<file path="config.mk">
export PLATFORM = sky130hd
export DESIGN_NAME = delay_timer
export DESIGN_NICKNAME = d
export VERILOG_FILES = /design/src/rtl/dly_pkg.sv /design/src/rtl/dly_edge.sv /design/src/rtl/dly_cfg.sv /design/src/rtl/dly_core.sv /design/src/rtl/dly_flash.sv /design/src/rtl/delay_timer.sv
export SDC_FILE = /design/constraint.sdc
export NUM_CORES = 1
export LEC_CHECK = 0
export ABC_AREA = 1
export BUFFER_PORTS_ARGS = -buffer_cell sky130_fd_sc_hd__buf_2
export CELL_PAD_IN_SITES_DETAIL_PLACEMENT = 0
export CELL_PAD_IN_SITES_GLOBAL_PLACEMENT = 1
export CORE_MARGIN = 2
export CORE_UTILIZATION = 49
export DETAILED_ROUTE_END_ITERATION = 7
export PLACE_DENSITY_LB_ADDON = 0.1
export REMOVE_ABC_BUFFERS = 1
export SETUP_SLACK_MARGIN = 0.02
export SYNTH_ARGS = -nofsm -noshare
export SYNTH_HDL_FRONTEND = slang
export SYNTH_SLANG_ARGS = --single-unit
</file>
<file path="constraint.sdc">
create_clock -name clk -period 3.41 [get_ports clk]
set_input_delay 0.5115 -clock clk [delete_from_list [all_inputs] [get_ports clk]]
set_output_delay 0.5115 -clock clk [all_outputs]
set_load 0.02 [all_outputs]
</file>
<file path="src/rtl/dly_pkg.sv">
package dly_pkg;

   typedef enum logic [1:0] {
      MD_ON      = 2'b00,
      MD_OFF     = 2'b01,
      MD_DUAL    = 2'b10,
      MD_ONESHOT = 2'b11
   } dly_mode_e;

   localparam int SCALE_CODES = 8;
   localparam int SCALE_W     = 3;

   // Codes that select the short flash period.
   function automatic logic short_period(input logic [SCALE_W-1:0] code);
      return (code == 3'd3) || (code == 3'd4);
   endfunction

   // Whether an edge to level lvl is delayed in mode m (non one-shot modes).
   function automatic logic edge_is_delayed(input dly_mode_e m, input logic lvl);
      case (m)
         MD_ON:   return lvl;
         MD_OFF:  return !lvl;
         MD_DUAL: return 1'b1;
         default: return 1'b0;
      endcase
   endfunction

endpackage

</file>
<file path="src/rtl/dly_edge.sv">
module dly_edge #(
   parameter int SYNC_STAGES = 0
) (
   input  logic clk,
   input  logic rst,
   input  logic trig,
   output logic trig_lvl,
   output logic edge_ev,
   output logic rel,
   output logic ev
);
   logic trig_s;
   logic trig_q;
   logic rst_p;

   generate
      if (SYNC_STAGES == 0) begin : g_direct
         assign trig_s = trig;
      end else begin : g_sync
         logic [SYNC_STAGES-1:0] sh;
         always_ff @(posedge clk) begin
            sh[0] <= trig;
            for (int i = 1; i < SYNC_STAGES; i++) sh[i] <= sh[i-1];
         end
         assign trig_s = sh[SYNC_STAGES-1];
      end
   endgenerate

   always_ff @(posedge clk) begin
      trig_q <= trig_s;
      rst_p  <= rst;
   end

   assign trig_lvl = trig_s;
   assign edge_ev  = !rst && (trig_s != trig_q);
   assign rel      = !rst && rst_p;
   assign ev       = edge_ev || rel;

endmodule

</file>
<file path="src/rtl/dly_cfg.sv">
module dly_cfg
   import dly_pkg::*;
#(
   parameter int BASE  = 10,
   parameter int CNT_W = 24
) (
   input  logic               clk,
   input  logic               rst,
   input  logic               ev,
   input  logic [1:0]         mode_sel,
   input  logic [SCALE_W-1:0] scale_sel,
   input  logic               flash_en,
   output dly_mode_e          mode_l,
   output logic [CNT_W-1:0]   lim_l,
   output logic               short_l,
   output logic               flash_l
);
   logic [CNT_W-1:0] tab [SCALE_CODES];

   generate
      for (genvar k = 0; k < SCALE_CODES; k++) begin : g_tab
         localparam int unsigned LV = BASE ** k;
         assign tab[k] = CNT_W'(LV);
      end
   endgenerate

   always_ff @(posedge clk) begin
      if (rst) begin
         mode_l  <= MD_ON;
         lim_l   <= tab[0];
         short_l <= 1'b0;
         flash_l <= 1'b0;
      end else if (ev) begin
         mode_l  <= dly_mode_e'(mode_sel);
         lim_l   <= tab[scale_sel];
         short_l <= short_period(scale_sel);
         flash_l <= flash_en;
      end
   end

endmodule

</file>
<file path="src/rtl/dly_core.sv">
module dly_core
   import dly_pkg::*;
#(
   parameter int CNT_W = 24
) (
   input  logic             clk,
   input  logic             rst,
   input  logic             ev,
   input  logic             edge_ev,
   input  logic             trig_lvl,
   input  logic [1:0]       mode_sel,
   input  logic [CNT_W-1:0] lim_l,
   input  logic             tick_en,
   output logic             out1,
   output logic             run
);
   logic [CNT_W-1:0] cnt;
   logic             tgt;
   dly_mode_e        mode_now;

   assign mode_now = dly_mode_e'(mode_sel);

   always_ff @(posedge clk) begin
      if (rst) begin
         out1 <= 1'b1;
         run  <= 1'b0;
         cnt  <= '0;
         tgt  <= 1'b1;
      end else if (ev) begin
         cnt <= '0;
         if (mode_now == MD_ONESHOT) begin
            if (edge_ev) begin
               out1 <= 1'b0;
               run  <= 1'b1;
               tgt  <= 1'b1;
            end else begin
               run <= 1'b0;
            end
         end else if (out1 == !trig_lvl) begin
            run <= 1'b0;
         end else if (edge_is_delayed(mode_now, trig_lvl)) begin
            run <= 1'b1;
            tgt <= !trig_lvl;
         end else begin
            out1 <= !trig_lvl;
            run  <= 1'b0;
         end
      end else if (run && tick_en) begin
         if (cnt == lim_l - 1'b1) begin
            run  <= 1'b0;
            out1 <= tgt;
         end else begin
            cnt <= cnt + 1'b1;
         end
      end
   end

endmodule

</file>
<file path="src/rtl/dly_flash.sv">
module dly_flash #(
   parameter int PULSE_W    = 2,
   parameter int PER_SHORT  = 20,
   parameter int PER_LONG   = 100
) (
   input  logic clk,
   input  logic rst,
   input  logic restart,
   input  logic run,
   input  logic ftick,
   input  logic short_l,
   output logic pulse
);
   localparam int FC_W = $clog2(PER_LONG + 1);

   logic [FC_W-1:0] fcnt;
   logic [FC_W-1:0] last;

   assign last = short_l ? FC_W'(PER_SHORT - 1) : FC_W'(PER_LONG - 1);

   always_ff @(posedge clk) begin
      if (rst || restart) begin
         fcnt <= '0;
      end else if (run && ftick) begin
         fcnt <= (fcnt == last) ? '0 : fcnt + 1'b1;
      end
   end

   assign pulse = run && (fcnt < FC_W'(PULSE_W));

endmodule

</file>
<file path="src/rtl/delay_timer.sv">
module delay_timer
   import dly_pkg::*;
#(
   parameter int BASE        = 10,
   parameter int SYNC_STAGES = 0,
   parameter int PULSE_W     = 2,
   parameter int PER_SHORT   = 20,
   parameter int PER_LONG    = 100
) (
   input  logic       clk,
   input  logic       rst,
   input  logic       trig,
   input  logic [1:0] mode_sel,
   input  logic [2:0] scale_sel,
   input  logic       flash_en,
   input  logic       tick_en,
   input  logic       flash_tick,
   output logic       out1,
   output logic       out2
);
   localparam int unsigned MAX_LIM = BASE ** (SCALE_CODES - 1);
   localparam int          CNT_W   = $clog2(MAX_LIM + 1) + 1;

   generate
      if (BASE < 2 || BASE > 20) begin : g_bad_base
         $error("delay_timer: BASE must lie in 2..20");
      end
      if (PULSE_W < 1 || PULSE_W >= PER_SHORT || PER_SHORT > PER_LONG) begin : g_bad_flash
         $error("delay_timer: need 1 <= PULSE_W < PER_SHORT <= PER_LONG");
      end
      if (SYNC_STAGES < 0 || SYNC_STAGES > 4) begin : g_bad_sync
         $error("delay_timer: SYNC_STAGES must lie in 0..4");
      end
   endgenerate

   logic             trig_lvl, edge_ev, rel, ev;
   dly_mode_e        mode_l;
   logic [CNT_W-1:0] lim_l;
   logic             short_l, flash_l;
   logic             run, pulse;

   dly_edge #(.SYNC_STAGES(SYNC_STAGES)) u_edge (
      .clk(clk), .rst(rst), .trig(trig),
      .trig_lvl(trig_lvl), .edge_ev(edge_ev), .rel(rel), .ev(ev)
   );

   dly_cfg #(.BASE(BASE), .CNT_W(CNT_W)) u_cfg (
      .clk(clk), .rst(rst), .ev(ev),
      .mode_sel(mode_sel), .scale_sel(scale_sel), .flash_en(flash_en),
      .mode_l(mode_l), .lim_l(lim_l), .short_l(short_l), .flash_l(flash_l)
   );

   dly_core #(.CNT_W(CNT_W)) u_core (
      .clk(clk), .rst(rst), .ev(ev), .edge_ev(edge_ev), .trig_lvl(trig_lvl),
      .mode_sel(mode_sel), .lim_l(lim_l), .tick_en(tick_en),
      .out1(out1), .run(run)
   );

   dly_flash #(.PULSE_W(PULSE_W), .PER_SHORT(PER_SHORT), .PER_LONG(PER_LONG)) u_flash (
      .clk(clk), .rst(rst), .restart(ev), .run(run),
      .ftick(flash_tick), .short_l(short_l), .pulse(pulse)
   );

   assign out2 = flash_l ? pulse : !out1;

endmodule

</file>
# == Word level (Yosys, flattened, before mapping) ==
# Memories as Yosys holds them, arrays and structs flattened. A register that Yosys moved wholly into a read port is not among the register bits.
# Cells that the tools add are included.
# word_totals
elab_cells,76
input_bits,11
mem_bits_ro,200
mem_count,1
ff_bits,39
# op_classes
order_cmp,1
addsub,3
n_reduce_logical,20
n_eq_ne,14
n_bitwise,2
n_mux,26
# memory_table
memory,words,word_bits,read_ports,rd_clocked_by_memory_dff,wr,line_no,source
(name not given),8,25,1,1,0,dly_cfg.sv:35,lim_l <= tab[scale_sel];
# ops
cell,count
$add A25 B1 Y25 const B,1
$eq A25 B25 Y1,1
$sub A25 B1 Y25 const B,1
$mux W1,23
$mux W7,2
$ne A3 B3 Y1 const B,3
$add A7 B1 Y7 const B,1
$eq A7 B7 Y1,1
$lt A7 B2 Y1 const B,1
$reduce_bool A2 Y1,3
$logic_and A1 B1 Y1,5
$reduce_and A5 Y1,1
$eq A2 B2 Y1 const B,2
$not A3 Y4,1
$reduce_and A2 Y1,2
$reduce_and A4 Y1,1
$eq A3 B2 Y1 const B,1
$eq A3 B3 Y1 const B,1
$logic_not A1 Y1,3
$logic_or A1 B1 Y1,3
$pmux W1 S3,1
$eq A2 B1 Y1 const B,1
$logic_not A2 Y1,1
$ne A2 B1 Y1 const B,1
other kinds (5),5

# == Depth between registers and ports, before layout ==
# depth
word_depth,10
mapped_depth,17
mapped_depth_nobuf,16

# == Cells and area by module ==
# From an unflattened synthesis, not the netlist that was laid out.
# hier_totals
hier_cells,685
hier_area_um2,4226.6
# by_module_without_submodules
module,instances,cells_each,seq_area_each_um2,area_each_um2
dly_core,1,493,560.5,2801.4
dly_cfg,1,115,380.4,902.1
dly_flash,1,62,140.1,422.9
dly_edge,1,13,40.0,91.3
delay_timer,1,2,0.0,8.8

# == Least setup slack after synthesis ==
# OpenSTA, ideal clock, no wires.
# synth_timing
kind,register to register
start,register u_cfg.lim_l[0]
end,register u_core.cnt[11]
stages_incl_launch_ff,17
required_time_ps,3268
slack_ps,1351
arrival_ps,1917
path_cell_list,dfxtp_1 -> inv_1 -> ha_1 -> nand2_4 -> nor2_8 -> nand2_1 -> nand2_1 -> nand2_1 -> nand2_1 -> nand2_1 -> nor2_1 -> nand3_1 -> nor2_4 -> nand2_4 -> buf_2 -> nand3_1 -> a21oi_2
# synth_via
elab_chain_len,4
# synth_lines
element,line_no,source
from (decl),dly_cfg.sv:14,"output logic [CNT_W-1:0] lim_l,"
$sub A25 B1 Y25,dly_core.sv:49,if (cnt == lim_l - 1'b1) begin
$eq A25 B25 Y1,dly_core.sv:49,
$not A1 Y1 (no line),n/a,
$reduce_and A2 Y1 (no line),n/a,
to (signal assigned),dly_core.sv:53,cnt <= cnt + 1'b1;
to (decl),dly_core.sv:17,logic [CNT_W-1:0] cnt;
# Every way passes these cells.
# A chain may end at the register's enable or synchronous reset.

# == Worst setup path in the final report ==
# layout_timing
start,register u_cfg.lim_l[0]
end,register u_core.cnt[23]
# The elaborated chain is that of the path after synthesis.

==> metrics.md <==
| Metric | Value |
|---|---|
| CTS sink count | `54` |
| Core Box Area | `7650 µm²` |
| Gpl congestion | `0.938` |
| Residual DRC | `0` |
| P_leak | `0.00161 µW` |
| Starting Density | `0.502` |
| Hold Crit Class | `in2reg` |
| Commonest non-fill, non-tap cell in the layout | `nand2_1` |
| Final hold viol count | `0` |
| Crit path to | `u_core.cnt[23]` |
| Port Buffers | `12` |
| Final ANT Viol Nets | `0` |
| Area Overhead vs Synth | `6.36%` |
| Setup bufs post-CTS | `0` |
| RR Startpoint | `u_cfg.lim_l[0]` |
| Synth Area in XOR/XNOR | `0.107` |
| Row count | `32` |
| DR vias | `3702` |
| Min-delay src | `trig` |
| Outcome | `complete, no violations` |
| Share of the synthesized area in the top cell type | `0.282` |
| Worst Path Arrival | `2.87 ns` |
| Async set-reset flop share out of synthesis | `0` |
| Total track usage | `0.258` |
| Crit path depth | `15` |
| Cell Area, Synth | `3840 µm²` |
| Clk slew on worst S/H paths | `0.10 ns` |
| Routed len/inst | `15.0 µm` |
| Top cells by area, synth | `dfxtp_1 (28%), nand2_1 (12%), nand3_1 (9.4%)` |
| Seq/Total Area, Yosys | `0.282` |
| Skew-Pair Late Insertion Delay | `0.31 ns` |
| R2r endpoint | `u_core.cnt[23]` |
| Initial antenna violation count | `0` |
| Largest family of logic cells by synthesized area | `simple AND/OR/NAND/NOR gates` |
| Die Ht | `92.5 µm` |
| CTS Root Buffer Type | `clkbuf_8` |
| R2R setup slack | `0.79 ns` |
| R2R depth | `15` |
| Sw frac | `0.335` |
| Die Area | `8560 µm²` |
| Compound-gate portion of the synthesized area | `0.114` |
| Flop pwr share | `0.452` |
| Final instance area | `4080 µm²` |
| Post-synthesis adder-cell area fraction | `0.0228` |
| Number of synthesized flops with an enable pin | `0` |
| # fillers | `813` |
| First-pass GRT wire length | `17500 µm` |
| Hpwl dp | `8120 µm` |
| Crit path kind | `reg2reg` |
| Crit. Startpoint | `u_cfg.lim_l[0]` |
| CP max FO | `26` |
| Peak supply drop | `0.000225 V` |
| Largest area contributor in the netlist | `dfxtp_1` |
| H-tree Lvls | `2` |
| CP startpoint kind | `flop` |
| Pint | `1000 µW` |
| Slowest stage delay, CP | `0.43 ns` |
| Max Freq | `381 MHz` |
| CP Data Required Time | `3.66 ns` |
| CTS tree | `yes` |
| Total power draw | `1500 µW` |
| Fin util | `0.534` |
| Commonest cells after routing, fill and taps aside | `nand2_1 (125), nand3_1 (72), inv_1 (56), nor2_1 (54), dfxtp_1 (54)` |
| CTS Hold Bufs | `0` |
| Worst slew pin tran | `0.759 ns` |
| Vias in the first global route | `3653` |
| Post-synthesis mux area share | `0` |
| Antenna cells | `0` |
| Post-layout net count | `596` |
| CP cell instances | `inv_1 > ha_1 > nand2_4 > nand2_1 > nand3_1 > inv_1 > nor2_1 > nand2_1 > nor2_1 > nand3_1 > nor2_4 > nand2_4 > nand2_8 > nand2_1 > a21oi_1` |
| Power per cell area | `368 nW/µm²` |
| Number of distinct library cells after synthesis | `40` |
| WL final | `10200 µm` |
| Combinational fraction of design power | `0.253` |
| Setup TNS | `0 ns` |
| Hold WS | `0.374 ns` |
| Die span in x | `92.5 µm` |
| Ports | `13` |
| Vias/cell | `5.44` |
| Worst-path cell with the longest stage delay | `dfxtp_1` |
| Final Max Tran Viols | `0` |
| Clk pwr share | `0.295` |
| Gr ovfl total | `0` |
| Syn Inst Count | `570` |
| WP buf/inv | `2` |
| Area of placed instances | `3970 µm²` |
| Largest net degree at the start of global routing | `31` |
| Critical Path End Type | `flop` |
| Mean area per synthesized cell | `6.73 µm²` |
| Clk buf depth | `2` |
| RSZ-0062 raised after global routing | `false` |
| Clock Skews | `0.00819 ns` |
| Final setup fails | `0` |
| Final worst-path cycle share | `0.769` |
| First DRT Iteration DRCs | `192` |
| Fraction of layout cells with a size suffix above 1 | `0.116` |
| Post-synthesis simple-gate area fraction | `0.396` |
| Post-synth top flop | `dfxtp_1` |
| NetSw | `504 µW` |
| TritonCTS Buffers | `5` |
| Drt pass-1 iters | `5` |
| Synth Warn # | `0` |
| Crit path max-delay family | `simple AND/OR/NAND/NOR gates` |
| Post-cts sizing count | `0` |
| CP most frequent cell | `nand2_1` |
| Max_slew headroom | `0.490` |
| Max_cap viols | `0` |
| Crit path time final | `2.62 ns` |
| Synth Register Bits | `54` |
power groups by stage:
stage | Clock (µW) | Combinational [µW] | Sequential (µW)
after floorplan | 0 | 293 | 686
final | 443 | 381 | 679
after detailed placement | 0 | 380 | 694
after global placement | 0 | 378 | 695
after CTS | 456 | 382 | 680
after global routing | 476 | 432 | 684
per-layer routing:
metal  track usage  vias up  part of all wire
met5             0        -                 0
met4        0.0796        0             0.023
met3        0.0309       19             0.031
met2         0.462       86              0.50
met1         0.322     1704              0.45
li1              -     1893                 -
cells in the mapped netlist, types with 3 or more instances:
library cell  instances
o22ai_1               4
buf_2                 3
nor4_1                8
ha_1                  7
and2_1                3
nand2_1             125
a21oi_2              11
nand2_2              13
dfxtp_1              54
xor2_1               31
a21oi_1              31
a211oi_1              5
inv_1                56
nand4_1              13
clkbuf_1              6
nand3_1              72
nor2_1               54
nor2_4                4
nor2_2                5
nor3_1               12
xnor2_1              14
inv_2                 4
o21ai_0              11
stage by stage:
stage | setup slack [ns] | instances
after floorplan | 1.09 | 557
after global placement | 0.818 | 673
after detailed placement | 0.758 | 673
after CTS | 0.735 | 681
after global routing | 0.465 | 681
final | 0.788 | 681
flip-flops by register name, indices dropped and copies added, names as in the netlist:
register / cells
u_cfg.lim_l: 16
u_core.cnt: 25
u_flash.fcnt: 7
u_edge.rst_p: 1
u_core.out1: 1
u_core.run: 1
u_edge.trig_q: 1
u_cfg.flash_l: 1
u_core.tgt: 1
layout make-up:
type / instances / area, µm² / share of cell area
multi-input combinational: 442 / 2460 / 0.602
sequential: 54 / 1080 / 0.265
inverter: 61 / 229 / 0.0561
tap: 102 / 128 / 0.0313
timing repair buffer: 14 / 75.1 / 0.0184
clock buffer: 5 / 68.8 / 0.0169
clock inverter: 3 / 43.8 / 0.0107
cells by family after synthesis:
kind of cell / after synthesis
flip-flops: 54
XOR/XNOR: 46
buffers and inverters: 74
AND/OR/NAND/NOR: 319
AO/OA/AOI/OAI: 70
adder cells (fa/ha/maj): 7
how the worst min path moves through the flow:
stage,to,slack (ns),cells after the start
floorplan,u_core.tgt,0.44,2
global placement,u_flash.fcnt[0],0.47,2
detailed placement,u_flash.fcnt[0],0.48,2
CTS,u_edge.trig_q,0.37,1
global route,u_edge.trig_q,0.38,1
finish,u_edge.trig_q,0.37,1
(Power assumes the default switching activity.)
